==> src/rtl/keyed_watchdog.sv <==
module keyed_watchdog #(
  parameter int ADDR_W = 8,
  parameter logic [31:0] RESET_TMO = 32'h0000FFFF
) (
  input  logic              clk,
  input  logic              rst_n,
  input  logic              wr_en,
  input  logic [ADDR_W-1:0] addr,
  input  logic [31:0]       wr_data,
  output logic [31:0]       rd_data,
  input  logic              cpu_halted,
  output logic              rst_req,
  output logic              irq
);
  localparam logic [31:0] KEY = 32'h251D8950;
  localparam logic [31:0] DBG_KEY = KEY ^ 32'h1;
  localparam logic [ADDR_W-1:0] A_CTRL = ADDR_W'(8'h00);
  localparam logic [ADDR_W-1:0] A_IEN  = ADDR_W'(8'h04);
  localparam logic [ADDR_W-1:0] A_ICLR = ADDR_W'(8'h08);
  localparam logic [ADDR_W-1:0] A_PEND = ADDR_W'(8'h0C);
  localparam logic [ADDR_W-1:0] A_CNT  = ADDR_W'(8'h10);
  localparam logic [ADDR_W-1:0] A_KEY  = ADDR_W'(8'h38);
  localparam logic [ADDR_W-1:0] A_TMO  = ADDR_W'(8'h3C);
  localparam logic [ADDR_W-1:0] A_DBG  = ADDR_W'(8'h40);

  logic [31:0] tmo_q, cnt_q;
  logic unlocked_q, rst_dis_q, pause_en_q, ien_q, pend_q, rst_req_q;

  logic wr_tmo, is_key, tmo_load, running, expire, clr_hit;

  assign wr_tmo   = wr_en && (addr == A_TMO);
  assign is_key   = (wr_data == KEY);
  assign tmo_load = wr_tmo && unlocked_q && !is_key;
  assign running  = !(pause_en_q && cpu_halted);
  assign expire   = running && (cnt_q == 32'd0) && !tmo_load;
  assign clr_hit  = wr_en && (addr == A_ICLR);

  always_ff @(posedge clk) begin
    if (!rst_n) begin
      tmo_q      <= RESET_TMO;
      unlocked_q <= 1'b0;
    end else if (wr_tmo) begin
      if (!unlocked_q) begin
        if (is_key) unlocked_q <= 1'b1;
      end else if (!is_key) begin
        tmo_q      <= wr_data;
        unlocked_q <= 1'b0;
      end
    end
  end

  always_ff @(posedge clk) begin
    if (!rst_n)        cnt_q <= RESET_TMO;
    else if (tmo_load) cnt_q <= wr_data;
    else if (expire)   cnt_q <= tmo_q;
    else if (running)  cnt_q <= cnt_q - 32'd1;
  end

  always_ff @(posedge clk) begin
    if (!rst_n) begin
      rst_dis_q  <= 1'b0;
      pause_en_q <= 1'b0;
      ien_q      <= 1'b0;
      pend_q     <= 1'b0;
      rst_req_q  <= 1'b0;
    end else begin
      rst_req_q <= expire && !rst_dis_q;
      if (wr_en && addr == A_DBG && wr_data == DBG_KEY) rst_dis_q <= 1'b1;
      if (wr_en && addr == A_CTRL) pause_en_q <= wr_data[0];
      if (wr_en && addr == A_IEN)  ien_q <= wr_data[0];
      if (expire)       pend_q <= 1'b1;
      else if (clr_hit) pend_q <= 1'b0;
    end
  end

  assign rst_req = rst_req_q;
  assign irq     = pend_q && ien_q;

  always_comb begin
    case (addr)
      A_CTRL:  rd_data = {31'd0, pause_en_q};
      A_IEN:   rd_data = {31'd0, ien_q};
      A_PEND:  rd_data = {31'd0, pend_q};
      A_CNT:   rd_data = cnt_q;
      A_KEY:   rd_data = KEY;
      A_TMO:   rd_data = tmo_q;
      A_DBG:   rd_data = {31'd0, rst_dis_q};
      default: rd_data = 32'd0;
    endcase
  end

  assert_locked_ignore_R3: assert property (@(posedge clk) disable iff (!rst_n)
    (wr_en && addr == A_TMO && !unlocked_q && wr_data != KEY) |=> $stable(tmo_q));

  assert_load_relocks_R4: assert property (@(posedge clk) disable iff (!rst_n)
    (wr_en && addr == A_TMO && unlocked_q && wr_data != KEY)
      |=> (!unlocked_q && tmo_q == $past(wr_data) && cnt_q == $past(wr_data)));

  assert_key_unlocks_R2: assert property (@(posedge clk) disable iff (!rst_n)
    (wr_en && addr == A_TMO && wr_data == KEY) |=> (unlocked_q && $stable(tmo_q)));

  assert_no_reset_when_disabled_R7: assert property (@(posedge clk) disable iff (!rst_n)
    rst_req |-> !$past(rst_dis_q));

  assert_disable_sticky_R7: assert property (@(posedge clk) disable iff (!rst_n)
    rst_dis_q |=> rst_dis_q);

  assert_pause_holds_R10: assert property (@(posedge clk) disable iff (!rst_n)
    (pause_en_q && cpu_halted && !(wr_en && addr == A_TMO)) |=> $stable(cnt_q));

  assert_clear_works_R9: assert property (@(posedge clk) disable iff (!rst_n)
    (clr_hit && cnt_q != 32'd0) |=> !pend_q);

  assert_irq_needs_pend_R8: assert property (@(posedge clk) disable iff (!rst_n)
    irq |-> (pend_q && ien_q));
endmodule

==> config.mk <==
export PLATFORM = sky130hd
export DESIGN_NAME = keyed_watchdog
export DESIGN_NICKNAME = d
export VERILOG_FILES = /design/src/rtl/keyed_watchdog.sv
export SDC_FILE = /design/constraint.sdc
export NUM_CORES = 1
export LEC_CHECK = 0
export CAP_MARGIN = 5
export CORE_UTILIZATION = 50
export DETAILED_ROUTE_END_ITERATION = 8
export PLACE_DENSITY_LB_ADDON = 0.15
export SYNTH_ARGS = -nofsm -noshare
export SYNTH_HDL_FRONTEND = slang
export SYNTH_SLANG_ARGS = --single-unit
==> constraint.sdc <==
create_clock -name clk -period 2.8 [get_ports clk]
set_clock_uncertainty 0.1 [all_clocks]
set_input_delay 0.42 -clock clk [delete_from_list [all_inputs] [get_ports clk]]
set_output_delay 0.42 -clock clk [all_outputs]
set_load 0.05 [all_outputs]
==> reports/results.txt <==
Area growth syn-to-layout = 43.3%
Max Slew Vio Count = 0
Initial antenna violation count = 0
Starting density of the core = 0.520
Final Instance Area = 5820 sq um
H-tree depth = 3
Cts-stage hold buffer count = 0
Global-route wire length before repair = 21600 um
Status = complete, no violations
Die Y = 92.1 um
Placed Area = 5600 sq um
Pin slew with the least headroom to its limit = 0.674 ns
Vias in the first global route = 4395
Core box area = 7810 sq um
Post-layout util = 0.745
Post-synth top cells = dfxtp_1 (70), nand2_1 (70), nor2_1 (54)
CP Class = primary input to output pin
Startpoint Class = primary input
Min cycle time layout = 2.70 ns
TritonCTS Buffers = 9
Ant diodes = 0
Cell count after synthesis = 527
Setup crit end kind = output pin
Die ar. = 8480 sq um
Flops & latches, synth = 70
Final setup viols = 0
Syn Area/Cell = 7.70 sq um
Leak Pwr = 2.17 nW
Synth area leaders = dfxtp_1 (35%), nand2_1 (6.5%), a21oi_1 (5.9%)
Detail Placement HPWL = 9370 um
Post-synthesis sequential area ratio = 0.345
Pwr dens = 333 nW/um^2
Port bufs = 77
Syn_nets = 572
Placed cell count = 716
Asr flop ratio synth = 0
Clock-pin slew on the worst setup and hold paths = 0.07 ns
Total number of vias = 4658
FMAX = 371 MHz
Synth area leader = dfxtp_1
WL/cell = 18.0 um
Largest net degree at the start of global routing = 42
Peak supply drop = 0.000297 V
Final wirelength = 13200 um
Top cell type's share of synthesized area = 0.345
Post-synth top flop = dfxtp_1
Share of layout cells above drive strength 1 = 0.186
Post-route non-filler standard cell count = 732
Die Span X = 92.1 um
HP Class = flop to flop
Max_slew headroom = 0.550
DRC = 0
Worst Path Max Fanout = 12
RSZ-0062 raised after global routing = no
Final ANT Viol Nets = 0
Fin. Hold Viols = 0
I/O Pins = 78
Drt pass-1 iters = 5
GRT Total Usage = 0.323
EDFF count, synth = 0
Synth warn = 0
Grt total ovfl = 0
FP Rows = 32
Synth Cell Area = 4060 sq um
Crit path required time = 2.28 ns
CTS max path bufs = 2
Post-synthesis cell type count = 61
DRT iter0 DRCs = 321
Final nets = 670
Root buf cell = clkbuf_8
Fill count = 591
Clk Latency, worst-skew pair = 0.35 ns
Via density = 6.36
GPL Wtd Cong = 0.897
Final period util = 0.964
Clock sinks = 70
CTS tree = built
Max-Cap Viols = 0
Critical path arrival = 2.18 ns
-- path summary, 6_finish.rpt --
path	start	endpoint	slack, ns	cells past startpoint
setup / recovery	addr[5]	rd_data[6]	0.10	7
hold / removal	unlocked_q	unlocked_q	0.38	2
setup reg to reg	cnt_q[0]	cnt_q[5]	0.20	9
hold reg to reg	unlocked_q	unlocked_q	0.38	2
-- worst max-delay path: stages --
cell and delay, ns:
clkdlybuf4s50_1 0.48, nor4bb_4 0.31, and4_2 0.31, buf_12 0.14, buf_12 0.13, a221o_1 0.22
buf_12 0.16
-- per-stage QoR --
step	hold slack (ns)	total power, mW	setup TNS, ns	worst slack (ns)
after floorplan	0.327	1.07	0	0.387
after global placement	0.341	1.19	-0.932	-0.0825
after detailed placement	0.345	1.19	-8.71	-0.272
after CTS	0.373	1.94	0	0.0281
after global routing	0.383	2.00	0	0.0118
final	0.376	1.94	0	0.101
-- state kept, by name, summed over array words and instances, names as in the netlist --
signal / count
rst_dis_q: 1
ien_q: 1
pend_q: 1
pause_en_q: 1
rst_req: 1
unlocked_q: 1
cnt_q: 32
tmo_q: 32
-- timing repair --
action | CTS | global route
buffers inserted | 0 | 0
setup endpoints to repair | 0 | 33
resized for setup | 0 | 5
hold endpoints to repair | 0 | 0
-- power by group --
part	internal [mW]	switching (mW)
Clock	0.372	0.397
Sequential	0.998	0.00562
Combinational	0.0929	0.0737
-- kinds of logic (layout without fill, tap and decap cells) --
group / count (synthesis) / in the layout / share of synthesized area
buffers and inverters: 44 / 147 / 0.0428
AO/OA/AOI/OAI: 166 / 166 / 0.268
AND/OR/NAND/NOR: 221 / 221 / 0.282
flip-flops: 70 / 70 / 0.345
adder cells (fa/ha/maj): 1 / 1 / 0.00308
XOR/XNOR: 15 / 15 / 0.0324
multiplexers: 10 / 10 / 0.0262
-- routing by layer --
layer,up-vias,GRT usage,part of all wire,routed length (um)
li1,2159,-,-,-
met1,2230,0.407,0.41,5450
met2,239,0.547,0.49,6510
met3,30,0.0672,0.074,979
met4,0,0.104,0.020,261
met5,-,0,0,0
-- final cells by class --
cell class | count | area, sq um | area share
multi-input cells | 413 | 2530 | 0.435
repair buffers | 127 | 1550 | 0.267
flip-flops and latches | 70 | 1400 | 0.241
clock buffers | 12 | 155 | 0.0267
well taps | 102 | 128 | 0.0219
clock inverters | 4 | 31.3 | 0.00538
inverters | 4 | 15.0 | 0.00258
-- placed cells by master (no fill, tap or decap), types with 10 or more instances in the layout --
cell type,Yosys,layout
nor3_1,16,16
nand4_1,10,10
nor2_1,54,54
nand3_1,15,15
clkbuf_8,0,11
buf_4,1,43
a21oi_1,48,48
dfxtp_1,70,70
nand2_1,70,70
a22o_1,19,19
buf_12,0,39
o21ai_0,44,44
a221o_1,13,13
clkdlybuf4s50_1,0,45
Note: power is estimated with default switching activity, not from simulation.
